**config.mk**
```make
export PLATFORM = sky130hd
export DESIGN_NAME = simd_lane_adder
export DESIGN_NICKNAME = d
export VERILOG_FILES = /design/src/rtl/simd_add_pkg.sv /design/src/rtl/lane_add_ctrl.sv /design/src/rtl/lane_add_dp.sv /design/src/rtl/simd_lane_adder.sv
export SDC_FILE = /design/constraint.sdc
export NUM_CORES = 1
export LEC_CHECK = 0
export BUFFER_PORTS_ARGS = -buffer_cell sky130_fd_sc_hd__buf_2
export CAP_MARGIN = 10
export CORE_MARGIN = 2
export CORE_UTILIZATION = 44
export DETAILED_ROUTE_END_ITERATION = 10
export GPL_ROUTABILITY_DRIVEN = 0
export MAX_ROUTING_LAYER = met4
export PLACE_DENSITY_LB_ADDON = 0.1
export SLEW_MARGIN = 20
export SYNTH_ARGS = -nofsm -noshare
export SYNTH_HDL_FRONTEND = slang
export SYNTH_SLANG_ARGS = --single-unit
```
**constraint.sdc**
```tcl
create_clock -name clk -period 6.2 [get_ports clk]
set_input_delay 1.24 -clock clk [delete_from_list [all_inputs] [get_ports clk]]
set_output_delay 1.24 -clock clk [all_outputs]
set_load 0.005 [all_outputs]
```
**src/rtl/simd_add_pkg.sv**
```systemverilog
package simd_add_pkg;
  localparam int SEG_W   = 8;
  localparam int NUM_SEG = 4;
  localparam int DATA_W  = SEG_W * NUM_SEG;
  localparam int HALF_SEGS = NUM_SEG / 2;

  typedef enum logic [1:0] {
    MODE_W32  = 2'b00,
    MODE_W16  = 2'b01,
    MODE_W8   = 2'b10,
    MODE_RSVD = 2'b11
  } laneMode_e;

  // strobes from control to datapath
  typedef struct packed {
    logic [NUM_SEG-1:0] cutBelow;    // segment starts a new lane (no carry in)
    logic [NUM_SEG-1:0] reportCarry; // segment is the top of a lane
    logic               loadEn;
  } laneCtrl_t;
endpackage

```
**src/rtl/lane_add_ctrl.sv**
```systemverilog
module lane_add_ctrl
  import simd_add_pkg::*;
(
  input  logic      inValid,
  input  laneMode_e mode,
  output laneCtrl_t ctrl
);
  function automatic logic [NUM_SEG-1:0] startMask(input int perLane);
    logic [NUM_SEG-1:0] m;
    for (int k = 0; k < NUM_SEG; k++) m[k] = ((k % perLane) == 0);
    return m;
  endfunction

  function automatic logic [NUM_SEG-1:0] topMask(input int perLane);
    logic [NUM_SEG-1:0] m;
    for (int k = 0; k < NUM_SEG; k++) m[k] = (((k + 1) % perLane) == 0);
    return m;
  endfunction

  always_comb begin
    ctrl.loadEn = inValid;
    case (mode)
      MODE_W8: begin
        ctrl.cutBelow    = startMask(1);
        ctrl.reportCarry = topMask(1);
      end
      MODE_W16: begin
        ctrl.cutBelow    = startMask(HALF_SEGS);
        ctrl.reportCarry = topMask(HALF_SEGS);
      end
      default: begin  // 32-bit and reserved code
        ctrl.cutBelow    = startMask(NUM_SEG);
        ctrl.reportCarry = topMask(NUM_SEG);
      end
    endcase
  end
endmodule

```
**src/rtl/lane_add_dp.sv**
```systemverilog
module lane_add_dp
  import simd_add_pkg::*;
#(
  parameter bit REGISTERED = 1'b1
) (
  input  logic              clk,
  input  logic              rst,
  input  laneCtrl_t         ctrl,
  input  logic [DATA_W-1:0] opA,
  input  logic [DATA_W-1:0] opB,
  output logic [DATA_W-1:0] sumOut,
  output logic [NUM_SEG-1:0] carryOut,
  output logic              outValid
);
  logic [DATA_W-1:0]  rawSum;
  logic [NUM_SEG-1:0] segCo;
  logic [NUM_SEG-1:0] segCi;
  logic [NUM_SEG-1:0] carryNext;

  for (genvar k = 0; k < NUM_SEG; k++) begin : g_seg
    if (k == 0) begin : g_first
      assign segCi[k] = 1'b0;
    end else begin : g_rest
      assign segCi[k] = ctrl.cutBelow[k] ? 1'b0 : segCo[k-1];
    end
    assign {segCo[k], rawSum[k*SEG_W +: SEG_W]} =
      {1'b0, opA[k*SEG_W +: SEG_W]} + {1'b0, opB[k*SEG_W +: SEG_W]} + {{SEG_W{1'b0}}, segCi[k]};

    AST_LANE_ISOLATED: assert property (@(posedge clk) disable iff (rst)
      ctrl.cutBelow[k] |-> ({segCo[k], rawSum[k*SEG_W +: SEG_W]} ==
        ({1'b0, opA[k*SEG_W +: SEG_W]} + {1'b0, opB[k*SEG_W +: SEG_W]})));
  end

  assign carryNext = segCo & ctrl.reportCarry;

  if (REGISTERED) begin : g_reg
    logic [DATA_W-1:0]  sumQ;
    logic [NUM_SEG-1:0] carryQ;
    logic               validQ;

    always_ff @(posedge clk) begin
      if (rst) begin
        sumQ   <= '0;
        carryQ <= '0;
        validQ <= 1'b0;
      end else begin
        validQ <= ctrl.loadEn;
        if (ctrl.loadEn) begin
          sumQ   <= rawSum;
          carryQ <= carryNext;
        end
      end
    end

    assign sumOut   = sumQ;
    assign carryOut = carryQ;
    assign outValid = validQ;

    AST_HOLD_IDLE: assert property (@(posedge clk) disable iff (rst)
      !ctrl.loadEn |=> ($stable(sumOut) && $stable(carryOut)));
    AST_VALID_FOLLOWS: assert property (@(posedge clk) disable iff (rst)
      ctrl.loadEn |=> outValid);
    AST_VALID_DROPS: assert property (@(posedge clk) disable iff (rst)
      !ctrl.loadEn |=> !outValid);
    AST_RESET_CLEARS: assert property (@(posedge clk)
      rst |=> (sumOut == '0 && carryOut == '0 && !outValid));
  end else begin : g_comb
    assign sumOut   = rawSum;
    assign carryOut = carryNext;
    assign outValid = ctrl.loadEn;
  end
endmodule

```
**src/rtl/simd_lane_adder.sv**
```systemverilog
module simd_lane_adder
  import simd_add_pkg::*;
#(
  parameter bit REGISTERED = 1'b1
) (
  input  logic              clk,
  input  logic              rst,
  input  logic              inValid,
  input  logic [1:0]        modeSel,
  input  logic [DATA_W-1:0] opA,
  input  logic [DATA_W-1:0] opB,
  output logic [DATA_W-1:0] sumOut,
  output logic [NUM_SEG-1:0] carryOut,
  output logic              outValid
);
  laneCtrl_t laneCtrl;

  lane_add_ctrl u_ctrl (
    .inValid (inValid),
    .mode    (laneMode_e'(modeSel)),
    .ctrl    (laneCtrl)
  );

  lane_add_dp #(.REGISTERED(REGISTERED)) u_dp (
    .clk      (clk),
    .rst      (rst),
    .ctrl     (laneCtrl),
    .opA      (opA),
    .opB      (opB),
    .sumOut   (sumOut),
    .carryOut (carryOut),
    .outValid (outValid)
  );
endmodule

```
After elaboration in Yosys (flattened, before gate mapping)
Index checks and enable logic that the tools add are counted.
Widths: inputs -> output; s select.
- register bits: 37
- input bits: 69
- output and inout bits: 37
- add/sub/neg operators: 7
- equal/unequal tests: 2
- muxes and demuxes: 4
- bitwise operators: 1
- operator list (kind ; number):
    $add 8x8->9 ; 4
    $add 9x1->9 ; 3
    $pmux 8 s2 ; 1
    $and 4x4->4 ; 1
    $mux 1 ; 3
    $eq 2x1->1 const B ; 1
    $eq 2x2->1 const B ; 1

Longest topological paths before layout
- depth after elaboration: 9
- gate-level depth with buffers: 25

Hierarchy
A second synthesis with hierarchy kept.
- cell total of the unflattened synthesis: 331
- area, all modules: 2854.0 um2
- by module, submodules not included (module ; instances ; cells an instance ; area each (um2)):
    lane_add_dp ; 1 ; 320 ; 2777.7
    lane_add_ctrl ; 1 ; 11 ; 76.3

Worst setup path before layout
No wires, ideal clock.
- path type: input-to-reg
- from: input opA[0]
- to: register u_dp.g_reg.sumQ[28], in the netlist u_dp.sumOut[28]
- library setup time: 131 ps
- arrival: 6586 ps
- slack: -516 ps
- stages: 25
- path buffers: 0
- path through: ha_1 -> fa_1 -> a21oi_1 -> o21ai_0 -> a31oi_1 -> nor2_1 -> fa_1 -> fa_1 -> a21o_1 -> a221oi_1 -> o21ai_0 -> and2_1 -> fa_1 -> fa_1 -> a21o_1 -> a221oi_1 -> o21ai_0 -> nand2b_1 -> fa_1 -> fa_1 -> nor2b_1 -> o21a_1 -> or3_1 -> nand2_1 -> o22ai_1
- cells in the longest elaborated chain, start to end: 7
- ends and longest elaborated chain (element ; RTL line ; source):
    from (decl) ; simd_lane_adder.sv:10 ; input logic [DATA_W-1:0] opA,
    $add 8x8->9 ; lane_add_dp.sv:27 ; {1'b0, opA[k*SEG_W +: SEG_W]} + {1'b0, opB[k*SEG_W +: SEG_W]} + {{SEG_W{1'b0}}, segCi[k]};
    $mux 1 ; lane_add_dp.sv:24 ; assign segCi[k] = ctrl.cutBelow[k] ? 1'b0 : segCo[k-1];
    $add 9x1->9 ; lane_add_dp.sv:27 ;
    $mux 1 ; lane_add_dp.sv:24 ;
    $add 9x1->9 ; lane_add_dp.sv:27 ;
    $mux 1 ; lane_add_dp.sv:24 ;
    $add 9x1->9 ; lane_add_dp.sv:27 ;
    to (signal assigned) ; lane_add_dp.sv:49 ; sumQ <= rawSum;
    to (decl) ; lane_add_dp.sv:37 ; logic [DATA_W-1:0] sumQ;
Every way passes these cells.
A chain may end at the register's enable or synchronous reset.

Worst setup path after layout
Same ends and word-level chain as after synthesis.

==> impl_metrics.toml <==
[run_status]
status = "complete, but fails checks"
failed_checks = "setup timing"

[global_route]
gr-total-overflow = 0
antenna_found_initial = 0
grt_pass1_wl_um = 12600
grt_max_degree = 45
grt_pass1_vias = 2752
track_usage = 0.256

[final_layout]
drive_gt1_frac = 0.448
fin_util = 0.681
fin_nets = 559
area_delta_synth_final_pct = 48.0
diodes = 0
nFillCells = 472

[synth]
async_flop_share = 0
seq_area_frac_synth = 0.289
postSynthCellCount = 296
syn_area_per_cell_um2 = 8.67
yosys_warnings = 0
synth.cell_area_um2 = 2570
ys_types = 49
ys_top_cells_by_area = "dfxtp_1, ha_1, fa_1, nand2_1, mux2i_1"
syn_nets = 402
synth-main-ff-cell = "dfxtp_1"
synth_common_cells = "dfxtp_1, nand2_1, ha_1"
yosys.cell_count.top_type = "dfxtp_1"
synth_top_cell_area_share = 0.289
synth_top_cell_by_area = "dfxtp_1"
synth_seq_cells = 37
synth_edf_count = 0

[sta]
setup_viol = 3
finalHoldViolCount = 0
fin_tns_setup_ns = -0.188
min_period_over_period = 1.02
slew_viol_final = 0
skew_ns = 0
max_slew_margin = 0.446
fin_crit_ns = 6.30
rsz0062_at_grt = "yes"
worst_slack_ns = -0.103
max_freq_mhz = 159
tightestPinTransition_ns = 0.831

[route]
ant_nets = 0
wl_per_cell_um = 14.9
drt_iter0_markers = 88
drc = 0
via_per_inst = 5.35
drt-total-wl_um = 7820
vias = 2808
drtPass1Iterations = 4

[placed_design]
post-dp-hpwl_um = 5080
port_buffers = 105
pre_cts_slack_ns = -0.482

[critical_path]
start_kind = "input port"
ff2ff_setup_slack_ns = 5.31
critPathMaxFanout = 3
reg2reg_from = "u_dp.sumOut[29]"
path_class = "in -> reg"
critPathRequiredTime_ns = 6.34
reg2reg_to = "u_dp.sumOut[29]"
reg2reg_depth = 2
endpoint_kind = "register"
critPathArrivalTime_ns = 6.45

[power_and_ir_drop]
power_density_nw_per_um2 = 198
leakage_nw = 1.88
share_comb_of_total_power = 0.401
vdd_drop_max_uv = 131
p_int_uw = 512
pwr-share-seq = 0.362
power.switching_uw = 241
switching_share = 0.320
clkPwrFrac = 0.237

[floorplan]
die_h_um = 80.4
die_x_um = 80.4
die-area_um2 = 6460
ioPinCount = 106
start_util = 0.460
core_um2 = 5570
fp-row-count = 27

[clock_tree]
clk_pin_slew_worst_paths_ns = 0.07
htree_num_levels = 2
cts_root_buf = "clkbuf_8"
clkLatencyLatePin_ns = 0.29
cts_tree = "built"
clock_path_buffers = 2
cts_sinks = 37
cts_hold_buf = 0
cts-buffers-inserted = 5

[hold_path]
whs_path_depth = 2
min_to = "u_dp.sumOut[4]"
hold_path_startpoint = "u_dp.sumOut[4]"
hold_class = "reg -> reg"

[run]
max-cap-violations = 0
-- cell usage in the layout, fill, tap and decap left out, types with 4 or more instances in the layout --
cell type / synthesis / final
buf_2: 4 / 103
inv_1: 11 / 11
nand3_1: 10 / 9
xnor2_1: 10 / 8
fa_2: 0 / 7
clkbuf_8: 0 / 6
buf_4: 0 / 56
a21o_1: 10 / 10
a21oi_2: 2 / 5
nor2_1: 20 / 20
a31oi_1: 6 / 5
a21oi_1: 19 / 16
nor3_1: 7 / 6
nand2_1: 31 / 31
o21ai_0: 11 / 6
mux2i_1: 10 / 10
a211oi_1: 5 / 5
ha_1: 30 / 28
o22ai_1: 8 / 8
o21ai_2: 0 / 4
dfxtp_1: 37 / 37
-- cells by family (layout without fill, tap and decap cells) --
group,after synthesis,in the layout,synth area share
AND/OR/NAND/NOR,96,96,0.187
AO/OA/AOI/OAI,78,78,0.199
adder cells (fa/ha/maj),37,37,0.201
flip-flops,37,37,0.289
buffers and inverters,24,181,0.0371
XOR/XNOR,13,13,0.0444
multiplexers,11,11,0.0434
-- critical path, stage by stage --
cell,delay (ns)
buf_6,0.10
ha_4,0.15
fa_2,0.34
a21oi_2,0.18
o21ai_2,0.09
a31oi_2,0.17
nor2_1,0.08
fa_2,0.36
fa_2,0.38
a21o_1,0.22
a221oi_4,0.30
o21ai_2,0.11
and2_4,0.17
fa_2,0.36
fa_2,0.35
a21o_1,0.19
a221oi_2,0.26
o21ai_1,0.13
nand2b_1,0.11
fa_2,0.22
fa_2,0.21
nor2b_2,0.05
o21a_2,0.23
or3_1,0.31
nand2_1,0.06
o22ai_1,0.06
-- layout make-up --
class                      count  area (um^2)  share of cell area
multi-input combinational    235         1870               0.493
timing repair buffer         161          958               0.252
sequential                    37          741               0.195
tap                           72         90.1              0.0237
clock buffer                   7         86.3              0.0227
inverter                      13         48.8              0.0128
-- state kept, by name, summed over array words and instances (netlist names) --
signal,flops
u_dp.carryOut,4
u_dp.sumOut,32
u_dp.outValid,1
-- metal layers --
layer  track usage  part of all wire
met5             -                 0
met1         0.308              0.44
met3        0.0382             0.043
met4        0.0932             0.027
met2         0.435              0.49
-- repair_timing --
action / CTS / global route
gates resized for setup: 13 / 13
setup endpoints to repair: 5 / 10
setup buffers: 40 / 3
pin swaps: 7 / 9
-- power groups by stage --
| stage | combinational (mW) | sequential [mW] | clock [mW] |
|---|---|---|---|
| 4_1_cts | 0.281 | 0.272 | 0.178 |
| 3_3_place_gp | 0.226 | 0.277 | 0 |
| 3_5_place_dp | 0.230 | 0.277 | 0 |
| 5_1_grt | 0.334 | 0.275 | 0.189 |
| 6_report | 0.302 | 0.273 | 0.178 |
| 2_1_floorplan | 0.136 | 0.280 | 0 |
-- worst max path at each step --
stage / startpoint / to / slack, ns / cells past startpoint
4_1_cts: opA[0] / u_dp.sumOut[28] / -0.02 / 26
5_1_grt: opA[0] / u_dp.sumOut[28] / -0.37 / 26
2_1_floorplan: opA[0] / u_dp.sumOut[28] / 0.004 / 25
6_report: opA[0] / u_dp.sumOut[28] / -0.10 / 26
3_5_place_dp: opA[0] / u_dp.sumOut[30] / -0.48 / 26
3_3_place_gp: opA[0] / u_dp.sumOut[28] / -0.28 / 26
-- stage by stage --
stage / instances / hold WS, ns / instance area [um^2] / power [mW]
5_1_grt: 525 / 0.477 / 3800 / 0.798
2_1_floorplan: 296 / 0.457 / 2590 / 0.417
4_1_cts: 525 / 0.461 / 3730 / 0.732
6_report: 525 / 0.460 / 3800 / 0.753
3_3_place_gp: 478 / 0.447 / 3280 / 0.504
3_5_place_dp: 478 / 0.449 / 3280 / 0.507
No activity file was read; power rests on OpenSTA's default activity.
